**config.mk**
```make
export PLATFORM = sky130hd
export DESIGN_NAME = irqc_latch_top
export DESIGN_NICKNAME = d
export VERILOG_FILES = /design/src/rtl/irqc_pkg.sv /design/src/rtl/irqc_mask_reg.sv /design/src/rtl/irqc_src_slice.sv /design/src/rtl/irqc_req_fsm.sv /design/src/rtl/irqc_latch_top.sv
export SDC_FILE = /design/constraint.sdc
export NUM_CORES = 1
export LEC_CHECK = 0
export CORE_MARGIN = 2
export CORE_UTILIZATION = 35
export CTS_CLUSTER_DIAMETER = 150
export DETAILED_ROUTE_END_ITERATION = 10
export HOLD_SLACK_MARGIN = 0.1
export PLACE_DENSITY = 0.83
export REMOVE_ABC_BUFFERS = 1
export SYNTH_ARGS = -nofsm -noshare
export SYNTH_HDL_FRONTEND = slang
export SYNTH_SLANG_ARGS = --single-unit
```
**constraint.sdc**
```tcl
create_clock -name clk -period 2.7 [get_ports clk]
set_input_delay 0.27 -clock clk [delete_from_list [all_inputs] [get_ports clk]]
set_output_delay 0.27 -clock clk [all_outputs]
set_load 0.01 [all_outputs]
```
**src/rtl/irqc_pkg.sv**
```systemverilog
package irqc_pkg;
    parameter int unsigned IRQC_NUM_SRC  = 5;
    parameter int unsigned IRQC_REG_W    = 16;
    parameter int unsigned IRQC_CLR_BASE = 8;

    typedef enum logic {
        ST_QUIET  = 1'b0,
        ST_RAISED = 1'b1
    } irqc_state_e;
endpackage

```
**src/rtl/irqc_mask_reg.sv**
```systemverilog
module irqc_mask_reg #(
    parameter int unsigned N = 5
) (
    input  logic         clk,
    input  logic         rst_n,
    input  logic         wr_i,
    input  logic [N-1:0] d_i,
    output logic [N-1:0] en_o
);
    // Enable mask: loaded on every register write, cleared on reset.
    always_ff @(posedge clk or negedge rst_n) begin
        if (!rst_n) begin
            en_o <= '0;
        end else if (wr_i) begin
            en_o <= d_i;
        end
    end
endmodule

```
**src/rtl/irqc_src_slice.sv**
```systemverilog
module irqc_src_slice (
    input  logic clk,
    input  logic rst_n,
    input  logic en_i,
    input  logic gate_i,
    input  logic evt_i,
    input  logic clr_i,
    output logic pend_o,
    output logic pend_nxt_o
);
    logic set_w;

    // A qualified event overrides a clear in the same cycle.
    always_comb begin
        set_w      = evt_i & en_i & gate_i;
        pend_nxt_o = (pend_o & ~clr_i) | set_w;
    end

    always_ff @(posedge clk or negedge rst_n) begin
        if (!rst_n) begin
            pend_o <= 1'b0;
        end else begin
            pend_o <= pend_nxt_o;
        end
    end
endmodule

```
**src/rtl/irqc_req_fsm.sv**
```systemverilog
module irqc_req_fsm
    import irqc_pkg::*;
#(
    parameter int unsigned N = 5
) (
    input  logic         clk,
    input  logic         rst_n,
    input  logic [N-1:0] pend_nxt_i,
    output logic         irq_o
);
    irqc_state_e state_q, state_d;
    logic        any_nxt;

    always_comb begin
        any_nxt = |pend_nxt_i;
        state_d = state_q;
        unique case (state_q)
            ST_QUIET:  if (any_nxt)  state_d = ST_RAISED;  // RAISE
            ST_RAISED: if (!any_nxt) state_d = ST_QUIET;   // DROP
            default:   state_d = ST_QUIET;
        endcase
    end

    always_ff @(posedge clk or negedge rst_n) begin
        if (!rst_n) begin
            state_q <= ST_QUIET;
        end else begin
            state_q <= state_d;
        end
    end

    always_comb begin
        irq_o = (state_q == ST_RAISED);
    end
endmodule

```
**src/rtl/irqc_latch_top.sv**
```systemverilog
module irqc_latch_top
    import irqc_pkg::*;
#(
    parameter int unsigned NUM_SRC  = IRQC_NUM_SRC,
    parameter int unsigned REG_W    = IRQC_REG_W,
    parameter int unsigned CLR_BASE = IRQC_CLR_BASE
) (
    input  logic               clk,
    input  logic               rst_n,
    input  logic               wr_en,
    input  logic [REG_W-1:0]   wr_data,
    output logic [REG_W-1:0]   rd_data,
    input  logic               gate_in,
    input  logic [NUM_SRC-1:0] evt_in,
    output logic               irq_out
);
    localparam int unsigned PAD_W = REG_W - NUM_SRC;

    logic [NUM_SRC-1:0] en_w;
    logic [NUM_SRC-1:0] clr_w;
    logic [NUM_SRC-1:0] pend_w;
    logic [NUM_SRC-1:0] pend_nxt_w;

    irqc_mask_reg #(.N(NUM_SRC)) u_mask (
        .clk  (clk),
        .rst_n(rst_n),
        .wr_i (wr_en),
        .d_i  (wr_data[NUM_SRC-1:0]),
        .en_o (en_w)
    );

    assign clr_w = wr_en ? wr_data[CLR_BASE +: NUM_SRC] : '0;

    for (genvar g = 0; g < NUM_SRC; g++) begin : g_src
        irqc_src_slice u_slice (
            .clk       (clk),
            .rst_n     (rst_n),
            .en_i      (en_w[g]),
            .gate_i    (gate_in),
            .evt_i     (evt_in[g]),
            .clr_i     (clr_w[g]),
            .pend_o    (pend_w[g]),
            .pend_nxt_o(pend_nxt_w[g])
        );
    end

    irqc_req_fsm #(.N(NUM_SRC)) u_fsm (
        .clk       (clk),
        .rst_n     (rst_n),
        .pend_nxt_i(pend_nxt_w),
        .irq_o     (irq_out)
    );

    assign rd_data = {{PAD_W{1'b0}}, pend_w};
endmodule

```
== Yosys cells after proc, flatten, opt, wreduce, memory -nomap -nowiden ==
Index checks and enable logic that the tools add are counted.

* Multiplexer cells: 2
* Bitwise operators: 25
* Reductions and logical operators: 1

{| class="wikitable"
|+ Operator list
! cell !! number
|-
| AND 1 bit || 15
|-
| two-way mux 5 bit || 1
|-
| inverter 1 bit || 5
|-
| OR 1 bit || 5
|-
| OR reduction 5 bit || 1
|-
| two-way mux 1 bit || 1
|}

* Register bits: 11
* Input port bits: 25
* Output and inout port bits: 17
* Word-level logic and storage cells: 35

== Depth between registers and ports, before layout ==
Gate-level depths: netlist of run 1.

* Depth after elaboration: 6
* Depth in mapped cells: 5
* Mapped depth without buffers: 4

== Hierarchy ==
From an unflattened synthesis of run 1, not the netlist that was laid out.

* Cell total of the unflattened synthesis: 51
* Area total of the unflattened synthesis: 549.3 sq um

{| class="wikitable"
|+ By module, submodules not included
! module !! times used !! cells an instance !! area each (sq um) !! seq. area each (sq um)
|-
| irqc_src_slice || 5 || 4 || 42.5 || 25.0
|-
| irqc_mask_reg || 1 || 10 || 181.4 || 125.1
|-
| irqc_latch_top || 1 || 17 || 117.6 || 0.0
|-
| irqc_req_fsm || 1 || 4 || 37.5 || 25.0
|}

== Worst setup path after synthesis of run 1 ==
OpenSTA, ideal clock, no wires.

* Path kind: input -> register
* Start point: input wr_en
* End point: register u_fsm.state_q, in the netlist u_fsm.irq_o
* Library setup time: 120 ps
* Data arrival time: 848 ps
* Required time: 2580 ps
* Path slack: 1733 ps
* Stages on the path: 5
* Buffers on the path: 1
* Path through: buf_6 > nand2_2 > a32o_2 > nor3_2 > nand2_1

* Longest elaborated chain between the ends: 6
* Elaborated cells between the ends (all ways): 18
* Those cells by class: mux (2); bitwise (15); reduce/logical (1)

{| class="wikitable"
|+ Ends and longest elaborated chain
! what !! RTL line !! source
|-
| start: declaration || irqc_latch_top.sv:10 || <nowiki>input logic wr_en,</nowiki>
|-
| two-way mux 5 bit || irqc_latch_top.sv:32 || <nowiki>assign clr_w = wr_en ? wr_data[CLR_BASE +: NUM_SRC] : '0;</nowiki>
|-
| inverter 1 bit || irqc_src_slice.sv:16 || <nowiki>pend_nxt_o = (pend_o & ~clr_i) | set_w;</nowiki>
|-
| AND 1 bit || irqc_src_slice.sv:16 ||
|-
| OR 1 bit || irqc_src_slice.sv:16 ||
|-
| named net g_src[3].u_slice.pend_nxt_o || irqc_src_slice.sv:9 || <nowiki>output logic pend_nxt_o</nowiki>
|-
| OR reduction 5 bit || irqc_req_fsm.sv:15 || <nowiki>any_nxt = |pend_nxt_i;</nowiki>
|-
| named net u_fsm.any_nxt || irqc_req_fsm.sv:12 || <nowiki>logic any_nxt;</nowiki>
|-
| two-way mux 1 bit || irqc_req_fsm.sv:18, irqc_req_fsm.sv:19 ||
|-
| end signal: assignment || irqc_req_fsm.sv:28 || <nowiki>state_q <= state_d;</nowiki>
|-
| end: declaration || irqc_req_fsm.sv:11 || <nowiki>irqc_state_e state_q, state_d;</nowiki>
|}

The timed path passes the listed nets, and every way through them passes these cells.
A chain may end at the register's enable or synchronous reset.

== Worst setup path after layout of run 1 ==
Ends and elaborated chain as after synthesis.

==> results.md, run 1 <==
* Register area share after synthesis at 49.33%
* Critical path arrival at 1570 ps
* Cell count after synthesis at 47
* Routability cong. at 0.7158
* Startpoint Class: input port
* Routed len/inst at 11.10 um
* Final worst-path cycle share at 52.69%
* Kind of critical path: input port to flop
* Run status: finished clean
* Max Root-Sink Buffers at 2
* P_leak at 0.3305 nW
* DRC viols at 0
* Hold WC Path Type: input port to async pin
* Post_cts resized at 0
* Area leader, netlist: dfrtp_1
* GRT Total Usage at 11.38%
* I/O pin count at 42
* Sequential Area at 275.3 sq um
* Crit path depth at 5
* Post-route ant nets at 0
* Crit path largest cell delay at 730 ps
* Fill cells at 150
* Fin. max-slew vios at 0
* Flops & latches, synth at 11
* First-pass GRT wire length at 1573 um
* Number of global-route vias before repair at 378
* Initial DRC count at 5
* Commonest non-fill, non-tap cells in the layout: clkdlybuf4s50_1 (24), conb_1 (11), dfrtp_1 (11), nand2_1 (5), mux2_2 (5)
* CP required at 2840 ps
* Htree depth at 1
* Crit-path leading delay family: buffers and inverters
* Synthesized area at 558.0 sq um
* Setup violators final at 0
* Ant diodes at 0
* Routed WL at 932 um
* Crit-path max FO at 10
* Commonest non-fill, non-tap cell in the layout: clkdlybuf4s50_1
* Clock latency on the worst-skew pair at 250 ps
* Die height at 43.93 um
* IO buf count at 24
* Post-DP HPWL at 752.9 um
* Max Fclk at 702.9 MHz
* DRT Pass-1 Iters at 2
* Synth warn at 0
* Clk root buf: clkbuf_4
* Max-cap viol count at 0
* CP max-delay cell: clkdlybuf4s50_1
* CP cell instances: clkdlybuf4s50_1 -> nand2_2 -> a32o_2 -> nor3_2 -> nand2_1
* Syn-to-layout area delta at 34.53%
* Share of the synthesized area in the top cell type at 49.33%
* Clk_skew at 1.490 ps
* Non-filler cells, final at 84
* Cells after DPL at 80
* Antenna violations before repair at 0
* Setup crit end kind: flop
* Worst R2R Path Depth at 3
* Final Net Count at 94
* Largest net degree at the start of global routing at 12
* Die area at 0.001930 sq mm
* Final-report hold violation count at 0
* Worst vdd ir at 0.3960 mV
* Crit path buf inv count at 1
* Remaining global-route overflow at 0
* Synth top area cells: dfrtp_1 (49%), buf_4 (22%), mux2_2 (10%), a32o_1 (5.4%), a32o_2 (4.0%)
* Minimum clock period at 1423 ps
* Via count at 374
* Syn_area_per_cell at 11.87 sq um
* RSZ-0062 raised after global routing: false
* Power Density at 541.0 mW/mm^2
* CTS clock-pin slew for the worst setup and hold paths at 70 ps
* Post-CTS setup buffers at 0
* Core Area at 0.001506 sq mm
* Starting Density at 37.04%
* Multi-input gate area at 188.9 sq um
* Synth cell types at 11
* Total clock sinks at 11
* FP Rows at 14
* CTS tree: yes
* Cts bufs inserted at 3
* Die W at 43.93 um
* Final TNS setup at 0 ps
* Layout cells sized above 1 at 17.65%
* Via density at 4.452
* CTS Hold Buffers Added at 0
-- state kept, by name (all words and copies together), names as in the netlist --
name                  count
u_fsm.irq_o               1
g_src.u_slice.pend_o      5
u_mask.en_o               5
-- Yosys cell counts --
master   count
a32o_1       3
a32o_2       2
buf_4       16
buf_6        1
conb_1       1
dfrtp_1     11
mux2_2       5
nand2_1      5
nand2_2      1
nor2_1       1
nor3_2       1
-- logic make-up (layout without fill, tap and decap cells) --
family | Yosys count | in the layout | share of synthesized area [%]
buffers and inverters | 17 | 28 | 23.54
flip-flops | 11 | 11 | 49.33
AND/OR/NAND/NOR | 8 | 8 | 6.951
AO/OA/AOI/OAI | 5 | 5 | 9.417
multiplexers | 5 | 5 | 10.09
other | 1 | 11 | 0.6720
-- report_power, final --
group / internal (mW) / total (mW) / switching (mW)
clock network: 0.0569 / 0.106 / 0.0495
registers: 0.185 / 0.195 / 0.00988
logic: 0.0645 / 0.104 / 0.0399
-- stage by stage --
stage	util, %	instance area, sq um	hold slack (ps)	total power, mW	setup slack, ps
finish	49.83	750.7	340.1	0.4061	1277
global route	49.83	750.7	370.9	0.4321	1185
CTS	49.83	750.7	352.1	0.4104	1269
detailed placement	48.09	724.4	497.8	0.3037	1002
global placement	48.09	724.4	491.3	0.3017	1023
floorplan	-	464.2	-25.59	0.2393	1730
-- worst register-to-register path, delay by kind of cell (launching register included) --
kind,cells,cell delay (ps)
and+or+nand+nor,2,230
AOI/OAI and AO/OA,1,290
DFF,1,380
-- area by class of cell --
cell class | count | share of cell area, %
flip-flops and latches | 11 | 36.67
repair buffers | 24 | 32.00
well taps | 16 | 2.667
clock buffers | 4 | 3.500
multi-input cells | 29 | 25.17
-- layer usage --
layer  up-vias  global-route usage [%]  routed length [um]
li1        178                       -                   -
met1       173                   12.63                 362
met2        21                   19.41                 482
met3         2                   3.750                  77
met4         0                   5.455                  10
met5         -                       0                   0
-- worst paths after layout --
kind,from,endpoint,slack [ps]
worst max register to register,u_mask.en_o[3],u_fsm.irq_o,1690
max in group asynchronous,rst_n,u_fsm.irq_o,2040
min in group clk,u_mask.en_o[1],u_mask.en_o[1],510
worst min-delay path,rst_n,g_src[0].u_slice.pend_o,340
worst min register to register,u_mask.en_o[1],u_mask.en_o[1],510
worst max-delay path,wr_en,u_fsm.irq_o,1280
(Power assumes the default switching activity.)
==> inputs of run 2 (changes only) <==
--- a/config.mk
+++ b/config.mk
@@ -6,11 +6,11 @@
 export NUM_CORES = 1
 export LEC_CHECK = 0
 export CORE_MARGIN = 2
-export CORE_UTILIZATION = 35
+export CORE_UTILIZATION = 29
 export CTS_CLUSTER_DIAMETER = 150
 export DETAILED_ROUTE_END_ITERATION = 10
 export HOLD_SLACK_MARGIN = 0.1
-export PLACE_DENSITY = 0.83
+export PLACE_DENSITY = 0.73
 export REMOVE_ABC_BUFFERS = 1
 export SYNTH_ARGS = -nofsm -noshare
 export SYNTH_HDL_FRONTEND = slang
==> constraint.sdc (replaced) <==
create_clock -name clk -period 1.2 [get_ports clk]
set_input_delay 0.12 -clock clk [delete_from_list [all_inputs] [get_ports clk]]
set_output_delay 0.12 -clock clk [all_outputs]
set_load 0.01 [all_outputs]
==> run 2 against run 1 <==
  * Setup slack got worse by 1100 ps
  * Final cell count rose by 14%
  * Clock skew barely moved
  * Highest routed layer unchanged
  * Via count rose by 6.1%
  * Count of clock-buffer cells in the layout did not move
  * Largest cell class unchanged
==> results.md, run 2 (synthesis gave the netlist of run 1 again) <==
* Post-CTS setup buffers at 0
* GRT Total Usage at 11.40%
* Crit-path max FO at 2
* CTS tree: yes
* Pre-CTS setup slack at -165.1 ps
* Number of global-route vias before repair at 399
* Setup crit end kind: output port
* Die height at 47.87 um
* Final worst-path cycle share at 89.36%
* DRT Pass-1 Iters at 4
* Routed WL at 1030 um
* Final worst slack at 127.7 ps
* Run status: finished clean
* Clock latency on the worst-skew pair at 270 ps
* Initial DRC count at 1
* Final-report hold violation count at 0
* Kind of critical path: flop to output port
* Core Area at 0.001764 sq mm
* Max-cap viol count at 0
* Die area at 0.002291 sq mm
* I/O pin count at 42
* CTS clock-pin slew for the worst setup and hold paths at 70 ps
* Startpoint Class: flop
* IO buf count at 24
* Clk_skew at 1.631 ps
* Hold Slack at 171.1 ps
* Max Fclk at 932.6 MHz
* Max Root-Sink Buffers at 2
* CP required at 1080 ps
* Clk root buf: clkbuf_4
* Routability cong. at 0.7522
* Commonest non-fill, non-tap cell in the layout: clkdlybuf4s50_1
* Crit-path leading delay family: flip-flops
* Htree depth at 1
* Syn-to-layout area delta at 39.24%
* Post_cts resized at 6
* Worst vdd ir at 0.5282 mV
* Critical path arrival at 950 ps
* RSZ-0062 raised after global routing: false
* Layout cells sized above 1 at 21.13%
* DRC viols at 0
* Power Density at 1175 mW/mm^2
* First-pass GRT wire length at 1690 um
* Crit path largest cell delay at 390 ps
* Commonest non-fill, non-tap cells in the layout: clkdlybuf4s50_1 (18), conb_1 (11), dfrtp_1 (11), dlygate4sd2_1 (6)
* CTS Hold Buffers Added at 0
* Non-filler cells, final at 96
* Post-route ant nets at 0
* Setup violators final at 0
* Cells after DPL at 92
* Fin util at 44.04%
* CP cell instances: dlygate4sd2_1
* P_leak at 0.3554 nW
* Via density at 4.135
* Starting Density at 31.63%
* Minimum clock period at 1072 ps
* Antenna violations before repair at 0
* Die W at 47.87 um
* Crit path buf inv count at 1
* Fin. max-slew vios at 0
* Cts bufs inserted at 3
* Final Net Count at 97
* Total clock sinks at 11
* FP Rows at 15
* Overall Power at 913.1 uW
* Hold WC Path Type: input port to async pin
* Via count at 397
* Routed len/inst at 10.73 um
* Ant diodes at 0
* Remaining global-route overflow at 0
* CP max-delay cell: dfrtp_1
* Largest net degree at the start of global routing at 12
-- run 2: changes by cell type in the layout (fill, tap and decap cells not counted), sizes merged --
cell           before  now
buf                 0    3
clkdlybuf4s50      24   18
dlygate4sd2         0    6
-- run 2: through the flow --
step	TNS, ps	area [sq um]
floorplan	0	464.2
global placement	-301.0	758.2
detailed placement	-347.4	758.2
CTS	0	777.0
global route	0	777.0
finish	0	777.0
-- run 2: worst paths after layout --
check                                         from        endpoint  slack [ps]  cells after the start
setup / recovery           g_src[0].u_slice.pend_o      rd_data[0]         130                      1
hold / removal                               rst_n  u_mask.en_o[3]         170                      1
setup reg to reg                    u_mask.en_o[3]     u_fsm.irq_o         190                      3
hold reg to reg                     u_mask.en_o[1]  u_mask.en_o[1]         510                      1
max in group asynchronous                    rst_n  u_mask.en_o[1]         700                      1
min in group clk                        wr_data[4]  u_mask.en_o[4]         460                      2
-- run 2: where the power goes --
part	internal, mW	switching, mW
Sequential	0.417	0.0225
Clock	0.129	0.123
Combinational	0.130	0.0914
Total	0.677	0.237
-- run 2: routing by layer --
metal / vias to the layer above / global-route usage [%] / share of wire (%)
met5: - / 0 / 0
met4: 0 / 3.243 / 1.6
met3: 2 / 6.038 / 12
met2: 25 / 21.33 / 52
met1: 188 / 10.62 / 35
li1: 182 / - / -
-- run 2: final cells by class --
cell class / instances / area, sq um
Timing Repair Buffer: 27 / 255.2
Tap cell: 25 / 31.28
Fill cell: 182 / 987.2
Clock buffer: 4 / 26.28
Sequential cell: 11 / 275.3
Multi-Input combinational cell: 29 / 188.9
